<file path="src/rtl/chr_tg_pkg.sv">
package chr_tg_pkg;

  localparam int PIX_W  = 3;
  localparam int HC_W   = 9;
  localparam int VL_W   = 11;
  localparam int HSW_W  = 6;
  localparam int VSW_W  = 5;
  localparam int WORD_W = 32;
  localparam int NWORDS = 5;
  localparam int SEL_W  = 3;
  localparam int COL_W  = HC_W + PIX_W;

  // word indices, equal to the write select codes
  localparam int IDX_CTL = 0;
  localparam int IDX_HTD = 1;
  localparam int IDX_HSS = 2;
  localparam int IDX_VTD = 3;
  localparam int IDX_VSS = 4;

  // field positions
  localparam int CTL_CS_EN  = 4;
  localparam int CTL_CS_LOW = 5;
  localparam int POL_BIT    = 23;
  localparam int UPPER_LSB  = 16;
  localparam int HSTART_LSB = PIX_W;

  typedef struct packed {
    logic             cs_en;
    logic             cs_low;
    logic [HC_W-1:0]  h_total;
    logic [HC_W-1:0]  h_disp;
    logic [HC_W-1:0]  h_start;
    logic [PIX_W-1:0] h_dly;
    logic [HSW_W-1:0] h_wid;
    logic             h_low;
    logic [VL_W-1:0]  v_total;
    logic [VL_W-1:0]  v_disp;
    logic [VL_W-1:0]  v_start;
    logic [VSW_W-1:0] v_wid;
    logic             v_low;
  } tg_cfg_t;

  function automatic tg_cfg_t unpack_cfg(input logic [NWORDS*WORD_W-1:0] w);
    tg_cfg_t c;
    logic [WORD_W-1:0] ctl, htd, hss, vtd, vss;
    ctl = w[IDX_CTL*WORD_W +: WORD_W];
    htd = w[IDX_HTD*WORD_W +: WORD_W];
    hss = w[IDX_HSS*WORD_W +: WORD_W];
    vtd = w[IDX_VTD*WORD_W +: WORD_W];
    vss = w[IDX_VSS*WORD_W +: WORD_W];
    c.cs_en   = ctl[CTL_CS_EN];
    c.cs_low  = ctl[CTL_CS_LOW];
    c.h_total = htd[HC_W-1:0];
    c.h_disp  = htd[UPPER_LSB +: HC_W];
    c.h_dly   = hss[PIX_W-1:0];
    c.h_start = hss[HSTART_LSB +: HC_W];
    c.h_wid   = hss[UPPER_LSB +: HSW_W];
    c.h_low   = hss[POL_BIT];
    c.v_total = vtd[VL_W-1:0];
    c.v_disp  = vtd[UPPER_LSB +: VL_W];
    c.v_start = vss[VL_W-1:0];
    c.v_wid   = vss[UPPER_LSB +: VSW_W];
    c.v_low   = vss[POL_BIT];
    return c;
  endfunction

endpackage

</file>
<file path="src/rtl/chr_tg_regs.sv">
module chr_tg_regs
  import chr_tg_pkg::*;
#(
  parameter logic [WORD_W-1:0] P_CTL_INIT = '0,
  parameter logic [WORD_W-1:0] P_HTD_INIT = '0,
  parameter logic [WORD_W-1:0] P_HSS_INIT = 32'h0001_0000,
  parameter logic [WORD_W-1:0] P_VTD_INIT = '0,
  parameter logic [WORD_W-1:0] P_VSS_INIT = 32'h0001_0000
) (
  input  logic              clk,
  input  logic              rst,
  input  logic              wr_en,
  input  logic [SEL_W-1:0]  wr_sel,
  input  logic [WORD_W-1:0] wr_data,
  input  logic              frame_wrap,
  output tg_cfg_t           cfg
);

  localparam logic [NWORDS*WORD_W-1:0] INIT_FLAT =
    {P_VSS_INIT, P_VTD_INIT, P_HSS_INIT, P_HTD_INIT, P_CTL_INIT};

  logic [NWORDS*WORD_W-1:0] active_flat;

  for (genvar gi = 0; gi < NWORDS; gi++) begin : g_word
    logic [WORD_W-1:0] shadow_q;
    logic [WORD_W-1:0] active_q;

    always_ff @(posedge clk) begin
      if (rst) begin
        shadow_q <= INIT_FLAT[gi*WORD_W +: WORD_W];
        active_q <= INIT_FLAT[gi*WORD_W +: WORD_W];
      end else begin
        if (wr_en && (wr_sel == SEL_W'(gi)))
          shadow_q <= wr_data;
        // a write on the wrap edge lands in the shadow only
        if (frame_wrap)
          active_q <= shadow_q;
      end
    end

    assign active_flat[gi*WORD_W +: WORD_W] = active_q;
  end

  assign cfg = unpack_cfg(active_flat);

endmodule

</file>
<file path="src/rtl/chr_tg_count.sv">
module chr_tg_count #(
  parameter int PIX_W = 3,
  parameter int HC_W  = 9,
  parameter int VL_W  = 11
) (
  input  logic             clk,
  input  logic             rst,
  input  logic [HC_W-1:0]  h_total,
  input  logic [VL_W-1:0]  v_total,
  output logic [PIX_W-1:0] pix_q,
  output logic [HC_W-1:0]  ch_q,
  output logic [VL_W-1:0]  ln_q,
  output logic             frame_wrap
);

  logic char_end, line_end;

  assign char_end   = (pix_q == {PIX_W{1'b1}});
  assign line_end   = char_end && (ch_q == h_total);
  assign frame_wrap = line_end && (ln_q == v_total);

  always_ff @(posedge clk) begin
    if (rst) begin
      pix_q <= '0;
      ch_q  <= '0;
      ln_q  <= '0;
    end else begin
      pix_q <= pix_q + 1'b1;
      if (line_end) begin
        ch_q <= '0;
        ln_q <= frame_wrap ? '0 : ln_q + 1'b1;
      end else if (char_end) begin
        ch_q <= ch_q + 1'b1;
      end
    end
  end

endmodule

</file>
<file path="src/rtl/chr_tg_span.sv">
module chr_tg_span #(
  parameter int POS_W = 12,
  parameter int LEN_W = 9
) (
  input  logic [POS_W-1:0] pos,
  input  logic [POS_W-1:0] start,
  input  logic [LEN_W-1:0] len,
  output logic             hit
);

  logic [POS_W:0] stop;

  assign stop = {1'b0, start} + {{(POS_W+1-LEN_W){1'b0}}, len};
  assign hit  = ({1'b0, pos} >= {1'b0, start}) && ({1'b0, pos} < stop);

endmodule

</file>
<file path="src/rtl/chr_tg_decode.sv">
module chr_tg_decode
  import chr_tg_pkg::*;
(
  input  logic [PIX_W-1:0] pix,
  input  logic [HC_W-1:0]  ch,
  input  logic [VL_W-1:0]  ln,
  input  tg_cfg_t          cfg,
  output logic             hs_lvl,
  output logic             vs_lvl,
  output logic             cs_lvl,
  output logic             de_lvl
);

  localparam int HLEN_W = HSW_W + PIX_W;

  logic [HSW_W-1:0]  h_wid_eff;
  logic [VSW_W-1:0]  v_wid_eff;
  logic [COL_W-1:0]  h_pos, h_first;
  logic [HLEN_W-1:0] h_len;
  logic              hs_on, vs_on;

  assign h_wid_eff = (cfg.h_wid == '0) ? HSW_W'(1) : cfg.h_wid;
  assign v_wid_eff = (cfg.v_wid == '0) ? VSW_W'(1) : cfg.v_wid;

  assign h_pos   = {ch, pix};
  assign h_first = {cfg.h_start, cfg.h_dly};
  assign h_len   = {h_wid_eff, {PIX_W{1'b0}}};

  chr_tg_span #(.POS_W(COL_W), .LEN_W(HLEN_W)) u_hspan (
    .pos(h_pos), .start(h_first), .len(h_len), .hit(hs_on)
  );

  chr_tg_span #(.POS_W(VL_W), .LEN_W(VSW_W)) u_vspan (
    .pos(ln), .start(cfg.v_start), .len(v_wid_eff), .hit(vs_on)
  );

  assign hs_lvl = hs_on ^ cfg.h_low;
  assign vs_lvl = vs_on ^ cfg.v_low;
  assign cs_lvl = cfg.cs_en ? ((hs_on | vs_on) ^ cfg.cs_low) : cfg.cs_low;
  assign de_lvl = (ch <= cfg.h_disp) && (ln <= cfg.v_disp);

endmodule

</file>
<file path="src/rtl/chr_timing_gen.sv">
module chr_timing_gen
  import chr_tg_pkg::*;
#(
  parameter logic [WORD_W-1:0] P_CTL_INIT = 32'h0000_0000,
  parameter logic [WORD_W-1:0] P_HTD_INIT = 32'h004F_0063,
  parameter logic [WORD_W-1:0] P_HSS_INIT = 32'h008C_0290,
  parameter logic [WORD_W-1:0] P_VTD_INIT = 32'h01DF_020C,
  parameter logic [WORD_W-1:0] P_VSS_INIT = 32'h0082_01E9
) (
  input  logic              clk,
  input  logic              rst,
  input  logic              wr_en,
  input  logic [SEL_W-1:0]  wr_sel,
  input  logic [WORD_W-1:0] wr_data,
  output logic              hsync,
  output logic              vsync,
  output logic              csync,
  output logic              de,
  output logic [COL_W-1:0]  col,
  output logic [VL_W-1:0]   row
);

  tg_cfg_t          cfg_act;
  logic [PIX_W-1:0] pix_q;
  logic [HC_W-1:0]  ch_q;
  logic [VL_W-1:0]  ln_q;
  logic             frame_wrap;
  logic             hs_lvl, vs_lvl, cs_lvl, de_lvl;

  chr_tg_regs #(
    .P_CTL_INIT(P_CTL_INIT), .P_HTD_INIT(P_HTD_INIT), .P_HSS_INIT(P_HSS_INIT),
    .P_VTD_INIT(P_VTD_INIT), .P_VSS_INIT(P_VSS_INIT)
  ) u_regs (
    .clk(clk), .rst(rst), .wr_en(wr_en), .wr_sel(wr_sel), .wr_data(wr_data),
    .frame_wrap(frame_wrap), .cfg(cfg_act)
  );

  chr_tg_count #(.PIX_W(PIX_W), .HC_W(HC_W), .VL_W(VL_W)) u_count (
    .clk(clk), .rst(rst), .h_total(cfg_act.h_total), .v_total(cfg_act.v_total),
    .pix_q(pix_q), .ch_q(ch_q), .ln_q(ln_q), .frame_wrap(frame_wrap)
  );

  chr_tg_decode u_decode (
    .pix(pix_q), .ch(ch_q), .ln(ln_q), .cfg(cfg_act),
    .hs_lvl(hs_lvl), .vs_lvl(vs_lvl), .cs_lvl(cs_lvl), .de_lvl(de_lvl)
  );

  always_ff @(posedge clk) begin
    if (rst) begin
      hsync <= 1'b0;
      vsync <= 1'b0;
      csync <= 1'b0;
      de    <= 1'b0;
      col   <= '0;
      row   <= '0;
    end else begin
      hsync <= hs_lvl;
      vsync <= vs_lvl;
      csync <= cs_lvl;
      de    <= de_lvl;
      col   <= {ch_q, pix_q};
      row   <= ln_q;
    end
  end

endmodule

</file>
<file path="config.mk">
export PLATFORM = sky130hd
export DESIGN_NAME = chr_timing_gen
export DESIGN_NICKNAME = d
export VERILOG_FILES = /design/src/rtl/chr_tg_pkg.sv /design/src/rtl/chr_tg_regs.sv /design/src/rtl/chr_tg_count.sv /design/src/rtl/chr_tg_span.sv /design/src/rtl/chr_tg_decode.sv /design/src/rtl/chr_timing_gen.sv
export SDC_FILE = /design/constraint.sdc
export NUM_CORES = 1
export LEC_CHECK = 0
export ABC_AREA = 1
export BUFFER_PORTS_ARGS = -buffer_cell sky130_fd_sc_hd__buf_2
export CAP_MARGIN = 30
export CORE_ASPECT_RATIO = 1.5
export CORE_MARGIN = 1
export CORE_UTILIZATION = 45
export DETAILED_ROUTE_END_ITERATION = 16
export PLACE_DENSITY = 0.63
export SLEW_MARGIN = 40
export SYNTH_ARGS = -nofsm -noshare
export SYNTH_HDL_FRONTEND = slang
export SYNTH_SLANG_ARGS = --single-unit
</file>
<file path="constraint.sdc">
create_clock -name clk -period 4.1 [get_ports clk]
set_input_delay 0.82 -clock clk [delete_from_list [all_inputs] [get_ports clk]]
set_output_delay 0.82 -clock clk [all_outputs]
set_load 0.05 [all_outputs]
</file>
==> results of run 1 <==
## routing by layer
layer	wire [um]	track usage (%)
met3	1316	2.588
met4	756	7.654
met2	11430	38.61
met1	10720	29.61
met5	0	0
## final timing paths
kind | startpoint | to | slack, ns | cells after the start
min | u_count.pix_q[0]$_SDFF_PP0_ | u_count.pix_q[0]$_SDFF_PP0_ | 0.44 | 1
min reg2reg | u_count.pix_q[0]$_SDFF_PP0_ | u_count.pix_q[0]$_SDFF_PP0_ | 0.44 | 1
max | u_regs.g_word[2].active_q[18]$_SDFFE_PP1P_ | csync$_SDFF_PP0_ | 0.66 | 20
max reg2reg | u_regs.g_word[2].active_q[18]$_SDFFE_PP1P_ | csync$_SDFF_PP0_ | 0.66 | 20
## final cells by class
class | count | area (um^2) | area share, %
Inverter | 112 | 422.9 | 3.921
Sequential cell | 206 | 4124 | 38.23
Multi-Input combinational cell | 913 | 4846 | 44.93
Clock inverter | 8 | 101.3 | 0.9396
Timing Repair Buffer | 64 | 355.3 | 3.294
Tap cell | 268 | 335.3 | 3.109
Clock buffer | 28 | 601.8 | 5.579
## power by group through the flow
| stage | Sequential, mW | Combinational (mW) | Clock (mW) |
|---|---|---|---|
| detailed placement | 2.09 | 0.161 | 0 |
| floorplan | 2.10 | 0.0850 | 0 |
| global route | 2.05 | 0.180 | 2.07 |
| finish | 2.05 | 0.161 | 1.95 |
| CTS | 2.05 | 0.162 | 1.99 |
| global placement | 2.09 | 0.160 | 0 |
## cells by family (layout without fill, tap and decap cells)
kind of cell | after synthesis | in the layout
adder cells (fa/ha/maj) | 79 | 79
AO/OA/AOI/OAI | 173 | 173
flip-flops | 206 | 206
buffers and inverters | 169 | 212
XOR/XNOR | 43 | 43
AND/OR/NAND/NOR | 618 | 618
## layout by cell type, fill, tap and decap left out, types with 3 or more instances in the layout
cell / instances
sky130_fd_sc_hd__inv_1: 101
sky130_fd_sc_hd__o21ai_0: 101
sky130_fd_sc_hd__o211ai_1: 13
sky130_fd_sc_hd__nor2_1: 248
sky130_fd_sc_hd__nand4_1: 8
sky130_fd_sc_hd__clkinv_1: 3
sky130_fd_sc_hd__clkbuf_8: 5
sky130_fd_sc_hd__nand3_1: 99
sky130_fd_sc_hd__a21oi_1: 50
sky130_fd_sc_hd__buf_4: 8
sky130_fd_sc_hd__nor3_1: 17
sky130_fd_sc_hd__or2_1: 3
sky130_fd_sc_hd__xnor2_1: 15
sky130_fd_sc_hd__clkinv_2: 5
sky130_fd_sc_hd__clkbuf_16: 21
sky130_fd_sc_hd__ha_1: 77
sky130_fd_sc_hd__inv_2: 7
sky130_fd_sc_hd__buf_2: 55
sky130_fd_sc_hd__xor2_1: 28
sky130_fd_sc_hd__nand2_1: 231
sky130_fd_sc_hd__dfxtp_1: 206
## sequential cells by signal, indices dropped and copies added, names as in the netlist
register	cells
vsync	1
hsync	1
row	11
u_count.ch_q	9
u_regs.g_word.shadow_q	78
u_count.pix_q	3
u_regs.g_word.active_q	78
csync	1
col	12
de	1
u_count.ln_q	11
## critical path, cell delays in order (launching register included)
cell,delay (ns)
sky130_fd_sc_hd__dfxtp_1,0.33
sky130_fd_sc_hd__nor2_1,0.11
sky130_fd_sc_hd__a31o_2,0.15
sky130_fd_sc_hd__ha_1,0.15
sky130_fd_sc_hd__inv_1,0.05
sky130_fd_sc_hd__fa_1,0.39
sky130_fd_sc_hd__o21ai_0,0.30
sky130_fd_sc_hd__a21oi_1,0.11
sky130_fd_sc_hd__o21bai_1,0.20
sky130_fd_sc_hd__nand3_1,0.12
sky130_fd_sc_hd__xor2_1,0.16
sky130_fd_sc_hd__ha_1,0.32
sky130_fd_sc_hd__nand3_1,0.11
sky130_fd_sc_hd__nor3_1,0.14
sky130_fd_sc_hd__nand2_1,0.07
sky130_fd_sc_hd__nand2_1,0.06
sky130_fd_sc_hd__nand2_1,0.04
sky130_fd_sc_hd__nand2_1,0.13
sky130_fd_sc_hd__nand2_1,0.17
sky130_fd_sc_hd__a21oi_1,0.16
sky130_fd_sc_hd__nor2_1,0.06
## stage by stage
stage	instance area, um^2	power (mW)
after floorplan	9641	2.185
after global placement	10080	2.252
after detailed placement	10080	2.254
after CTS	10790	4.202
after global routing	10790	4.304
final	10790	4.160
==> impl_summary.md, run 1 <==
Run status
The run finished with clean final reports.

Floorplanning
The width of the chip is 121.5 um. 65 I/O pins were placed. The initial cell density of the core is 45.95%. The initialized floorplan defines 65 standard-cell rows.

The core box area is 20980 um^2. Measured along the y axis, the die boundary spans 181.3 um. The floorplan step defined a die boundary enclosing 22020 um^2.

Power and ir drop
Dividing total power by cell area gives a power density of 385.7 nW/um^2. The internal power is 3.236 mW. The peak ir drop on the vdd network is 0.3190 mV. The clock network is responsible for 46.9% of the overall power.

In this run the power spent charging and discharging nets is 0.9244 mW. In this run switching power makes up 22.22% of total power. Sequential cells burn 49.2% of the power. The reported leakage power is 5.190 nW.

Of the total power, combinational logic draws 3.9%.

Setup path
Data arrives at the worst endpoint at 3.83 ns. The top fanout value on the critical path is 3. The element type at the critical path start is a register. The element type at the critical path end is a register. The required time at the worst-slack endpoint is 4.49 ns. By startpoint and endpoint, the worst setup path is classified as reg -> reg.

Finish
The final net count is 1435. The repair_antennas step left the layout with diodes totalling 0. The post-layout instance count excluding filler cells is 1599.

The synthesis-to-finish area growth is 11.89%. Cells fill 51.41% of the core in the end. The share of cells above drive strength 1 is 8.490%. The final-layout fill cell count is 2130.

Global routing
The via count of the first global-routing pass is 7714. The initial antenna violation count is 0. The first global-routing pass estimated 39480 um of wire. The maximum number of pins on one net before global-route repair is 73.

The final global-route overflow total is 0. Global routing used 22.76% of the available tracks.

Synthesis
Of all cell types, the one taking the most synthesized area is sky130_fd_sc_hd__dfxtp_1. In the synthesized netlist the dominant register cell turns out to be sky130_fd_sc_hd__dfxtp_1. The count of unique library cells instantiated by Yosys is 34.

After synthesis the cells add up to 9640 um^2. The simple-gate area share of the yosys netlist is 26.23%. Dividing the synthesized area by the synthesized cell count gives 7.485 um^2. The top-area cell type share of the netlist area is 42.78%. The number of enable flip-flop cells after synthesis is 0. The dominant combinational cell family by area after synthesis is simple AND/OR/NAND/NOR gates. The synthesized netlist devotes 10.41% of its cell area to adder and majority cells. Among all cell types in the netlist, the one instantiated most often is sky130_fd_sc_hd__nor2_1. By area the synthesized netlist is led by sky130_fd_sc_hd__dfxtp_1 (43%), sky130_fd_sc_hd__ha_1 (10%), sky130_fd_sc_hd__nor2_1 (9.7%), sky130_fd_sc_hd__nand2_1 (9.0%), sky130_fd_sc_hd__o21ai_0 (5.2%). In the synthesized netlist the async set-or-reset flop fraction comes to 0%. The Yosys step of the flow raised 0 warnings.

Synthesis produced a netlist with a net count of 1405. The number of cells produced by synthesis is 1288. The mux contribution to synthesized area is 0%.

Counting flops and latches in the post-synthesis netlist gives 206. After Yosys synthesis, XOR and XNOR cells account for 3.907% of the synthesized area. Ranked by instance count, the synthesized netlist is headed by sky130_fd_sc_hd__nor2_1 (248), sky130_fd_sc_hd__nand2_1 (231), sky130_fd_sc_hd__dfxtp_1 (206).

The compound-gate portion of the synthesized area is 9.617%. Sequential cells were found to cover 42.78% of the synthesized design area.

Flow run
The max-cap check violation count is 0.

Timing
For the final database, setup skew stands at 0.01819 ns. Hold timing on the final database bottoms out at a slack of 0.4398 ns. Setup repair after global routing left no endpoint under its margin. Setup slack on the critical path of the routed design comes to 0.6614 ns. The peak clock frequency supported by timing is 290.8 MHz. The minimum clock period after layout is 3.439 ns.

The worst pin sits at a relative slew slack of 47.50%. Setup violations remaining at the end of the flow were counted as 0. The number of slew-limit violations in the final report is 0.

The actual slew at the worst max-slew pin is 0.7846 ns. The number of endpoints with negative hold slack in the final report came to 0. In the finished design, the share of the clock period the worst path needs comes to 83.87%. The final-layout setup total negative slack is 0 ns.

Placement
The cell total after placement is 1563. The post-placement worst setup slack is 0.6404 ns. In this run the tool buffered the top-level ports with 55 buffer cells. The HPWL after detailed placement is 17250 um. Routability-driven placement finished with a final weighted congestion of 0.8242.

Drt
The iteration-0 DRC count of the detailed router is 638. The mean routed wirelength per cell is 15.15 um. The number of optimization iterations in the first detailed-route pass is 5. The number of nets still failing antenna checks after routing is 0. After detailed routing, the number of remaining DRC violations is 0. After detailed routing, the total wire length is 24230 um. After detailed routing, the number of vias per cell comes to 5.144. The via total after detailed routing is 8225.

Clock network
The post-cts repair resize count is 0. The total clock sinks is 206. The source-to-sink clock delay at the later pin of the worst-skew pair is 0.50 ns. The number of buffers created by CTS is 21. The clock tree from TritonCTS is built. After clock tree synthesis, the flow added hold-fix buffers numbering 0. No sink is reached through more buffers than the 3 on the longest clock path.

The H-tree level count is 1. After clock tree synthesis, the clock-pin slew on the worst setup and hold paths is 0.06 ns. The root buffer cell chosen for the clock tree is sky130_fd_sc_hd__clkbuf_16. In this run the post-CTS setup repair buffer count came out at 0.

Worst hold path
The tightest min-delay check is of the reg -> reg type.
No activity file was read; power rests on OpenSTA's default activity.
==> run 2: changes to the inputs <==
clock period = 3.55 ns   (was 4.1 ns; I/O delays follow)
==> run 2 against run 1 <==
  * First-iteration DRC count down 7.1%
  * Count of clock-buffer cells in the layout is 2 lower
  * Sequential power grew 16%
  * Global-route usage increased by 0.10 points
  * Cell count increased by 0.19%
  * Power increased by 14%
  * Combinational power rose by 16%
  * Non-clock buffer count increased by 4
  * Hold slack got worse by 0.010 ns
  * Cell area grew 0.29%
  * Maximum frequency rose by 5.5%
  * Via count is 0.34% higher
  * Largest power group unchanged
==> impl_summary.md, run 2 (synthesis results as in run 1) <==
Run status
The run finished with clean final reports.

Timing
The number of endpoints with negative hold slack in the final report came to 0 (unchanged). The final setup violation count is 0 (unchanged). The final-layout setup total negative slack is 0 ns (unchanged). The hold slack is 0.4293 ns (-0.01044 ns). The minimum clock period after layout is 3.258 ns (-0.1804 ns). The final period utilization is 91.78% (+7.9 points). The peak clock frequency supported by timing is 306.9 MHz (+5.5%). The clock tree skew after final layout is 0.02043 ns (+0.002234 ns). The relative max-transition margin is 45.73% (-1.8 points). The number of slew-limit violations in the final report is 0 (unchanged).

The actual slew at the worst max-slew pin is 0.8140 ns (+0.02939 ns).

Setup path
The total buffers and inverters traversed by the critical path is 2 (+1). The most numerous cell on the critical path is sky130_fd_sc_hd__nand2_1. The required time at the worst-slack endpoint is 3.93 ns (-0.56 ns). Grouping stages by cell kind, the critical path spends the most delay in compound AO/OA/AOI/OAI gates. The library cell contributing the largest single delay on the critical path is sky130_fd_sc_hd__fa_1.

The biggest cell delay along the critical path is 0.41 ns (+0.02 ns). Walking the worst path, the cells encountered are inv_1 > a31o_2 > ha_1 > inv_1 > fa_1 > o21ai_2 > a21oi_1 > o21bai_1 > nand3_1 > xor2_1 > ha_1 > a21oi_1 > nand2_1 > a21oi_1 > nand2_1 > nand2_1 > nand2_1 > nand2_2 > nand3_1 > nand2_1 > nor2_1. The element type at the critical path start is a register.

The top fanout value on the critical path is 3 (unchanged). The data arrival time of the critical path is 3.64 ns (-0.19 ns). The worst setup path is captured at a register. The setup path with the least slack is of type reg -> reg.

Flow run
The max-cap check violation count came to 0 (unchanged).

Power and ir drop
The reported leakage power came to 5.204 nW (+0.26%). The peak ir drop on the vdd network came to 0.4031 mV (+26%). The net switching fraction of the power is 22.41% (+0.19 points).

The clock network fraction of design power is 46.3% (-0.6 points). The ratio of total power to cell area is 439.5 nW/um^2 (+14%). The share of total power in combinational logic was 3.9% (about the same). The total power is 4.755 mW (+14%). The relative contribution of sequential cells to total power was 49.8% (+0.6 points). The net switching power is 1.066 mW (+15%). The internal power is 3.689 mW (+14%).

Floorplanning
The width of the chip is 121.5 um (unchanged). The total I/O pin count is 65 (unchanged). The y dimension of the die is 181.3 um (unchanged). The initial cell density of the core is 45.95% (unchanged). The die footprint is 22020 um^2 (unchanged).

The core box area is 20980 um^2 (unchanged). The site row count is 65 (unchanged).

Global routing
The global-route wire length before repair came to 39640 um (+0.40%). The final global-route overflow total came to 0 (unchanged). The via count of the first global-routing pass is 7694 (-0.26%). The overall fraction of global-route tracks in use was 22.87% (+0.10 points). The initial antenna violation count is 0 (unchanged). The maximum number of pins on one net before global-route repair came to 80 (+9.6%).

Drt
The number of nets still failing antenna checks after routing is 0 (unchanged). The mean routed wirelength per cell is 15.19 um (+0.23%). The routed via count divided by cell count was 5.152 (+0.15%). The residual DRC count is 0 (unchanged). The aggregate routed wire length came to 24330 um (+0.42%). The iteration-0 DRC count of the detailed router is 593 (-7.1%). The via total after detailed routing is 8253 (+0.34%). The number of optimization iterations in the first detailed-route pass is 5 (unchanged).

Finish
The post-layout instance count excluding filler cells came to 1602 (+0.19%). The largest registers in the layout are u_regs.g_word.active_q x78, u_regs.g_word.shadow_q x78, col x12. The final net count was 1438 (+0.21%).

The most common library cell in the layout ignoring fill and taps is sky130_fd_sc_hd__nor2_1. The utilization after layout came to 51.56% (+0.15 points). The count of antenna diodes in the layout is 0 (unchanged). In the layout the commonest cells are sky130_fd_sc_hd__nor2_1 (248), sky130_fd_sc_hd__nand2_1 (230), sky130_fd_sc_hd__dfxtp_1 (206). The synthesis-to-finish area growth is 12.21%. The share of cells above drive strength 1 was 9.070% (+0.58 points).

Worst hold path
The worst hold-check path type is in -> reg.

Placement
The weighted congestion at the end of routability-driven global placement was 0.8218 (-0.29%). The number of buffers added on ports is 55 (unchanged). The HPWL after detailed placement is 17240 um (about the same).

The cell total after placement came to 1567 (+0.26%).

Clock network
The buffer count from post-CTS setup fixing is 0 (unchanged). TritonCTS built the clock tree. The post-cts repair resize count was 0 (unchanged).

The total clock sinks is 206 (unchanged). The hold buffer count at CTS is 0 (unchanged). The buffer depth of the longest clock path is 3 (unchanged).

In this run the clock root is driven by a sky130_fd_sc_hd__clkbuf_16. The H-tree level count was 1 (unchanged). The source-to-sink clock delay at the later pin of the worst-skew pair came to 0.50 ns (about the same).

The number of buffers created by CTS is 20 (-4.8%). The clock slew at the register clock pins of the worst setup and hold paths was 0.07 ns (about the same).
## run 2: changes by cell type in the layout (fill, tap and decap cells not counted), moves of 2 or more
cell                       change
sky130_fd_sc_hd__a21oi_1       -2
sky130_fd_sc_hd__a21oi_2       +2
sky130_fd_sc_hd__buf_4         +3
sky130_fd_sc_hd__clkbuf_8      -2
## run 2: stage by stage
step	setup WS [ns]	area (um^2)
after global placement	0.1970	10130
after detailed placement	0.1529	10130
final	0.2917	10820
after floorplan	0.5669	9641
after CTS	0.1381	10800
after global routing	-0.01506	10820
## run 2: worst paths after layout
| path | slack, ns | start | cells after the start | end |
|---|---|---|---|---|
| worst max-delay path | 0.29 | u_regs.g_word[2].active_q[17]$_SDFFE_PP0P_ | 21 | csync$_SDFF_PP0_ |
| worst min-delay path | 0.43 | wr_data[26] | 3 | u_regs.g_word[3].shadow_q[26]$_SDFFE_PP0P_ |
| worst max register to register | 0.29 | u_regs.g_word[2].active_q[17]$_SDFFE_PP0P_ | 21 | csync$_SDFF_PP0_ |
| worst min register to register | 0.44 | u_count.pix_q[0]$_SDFF_PP0_ | 1 | u_count.pix_q[0]$_SDFF_PP0_ |
## run 2: cell type report
cell class,instances,area [um^2]
clock buffers,26,574.3
clock inverters,9,98.84
fillers,2142,10160
inverters,112,422.9
multi-input cells,913,4865
flip-flops and latches,206,4124
well taps,268,335.3
repair buffers,68,397.9
## run 2: per-layer routing
| layer | part of all wire [%] | wire length (um) | up-vias | track usage [%] |
|---|---|---|---|---|
| met5 | 0 | 0 | - | 0 |
| met4 | 2.5 | 616 | 0 | 6.765 |
| met3 | 3.7 | 903 | 38 | 2.273 |
| met2 | 48 | 11640 | 168 | 38.36 |
| met1 | 46 | 11170 | 3818 | 30.68 |
| li1 | - | - | 4229 | - |
## run 2: worst reg2reg max path: cells and delay by family (launching register included)
family / cells / cell delay (ns)
buf+inv: 2 / 0.17
compound gates: 6 / 0.92
xor+xnor: 1 / 0.16
flops: 1 / 0.33
fa+ha+maj: 3 / 0.87
simple gates: 9 / 0.72
## run 2: power by group through the flow
stage | Combinational [mW] | Clock [mW] | Sequential, mW
after global placement | 0.186 | 0 | 2.42
after detailed placement | 0.188 | 0 | 2.42
after global routing | 0.210 | 2.33 | 2.37
final | 0.187 | 2.20 | 2.37
after floorplan | 0.0982 | 0 | 2.43
after CTS | 0.189 | 2.24 | 2.37
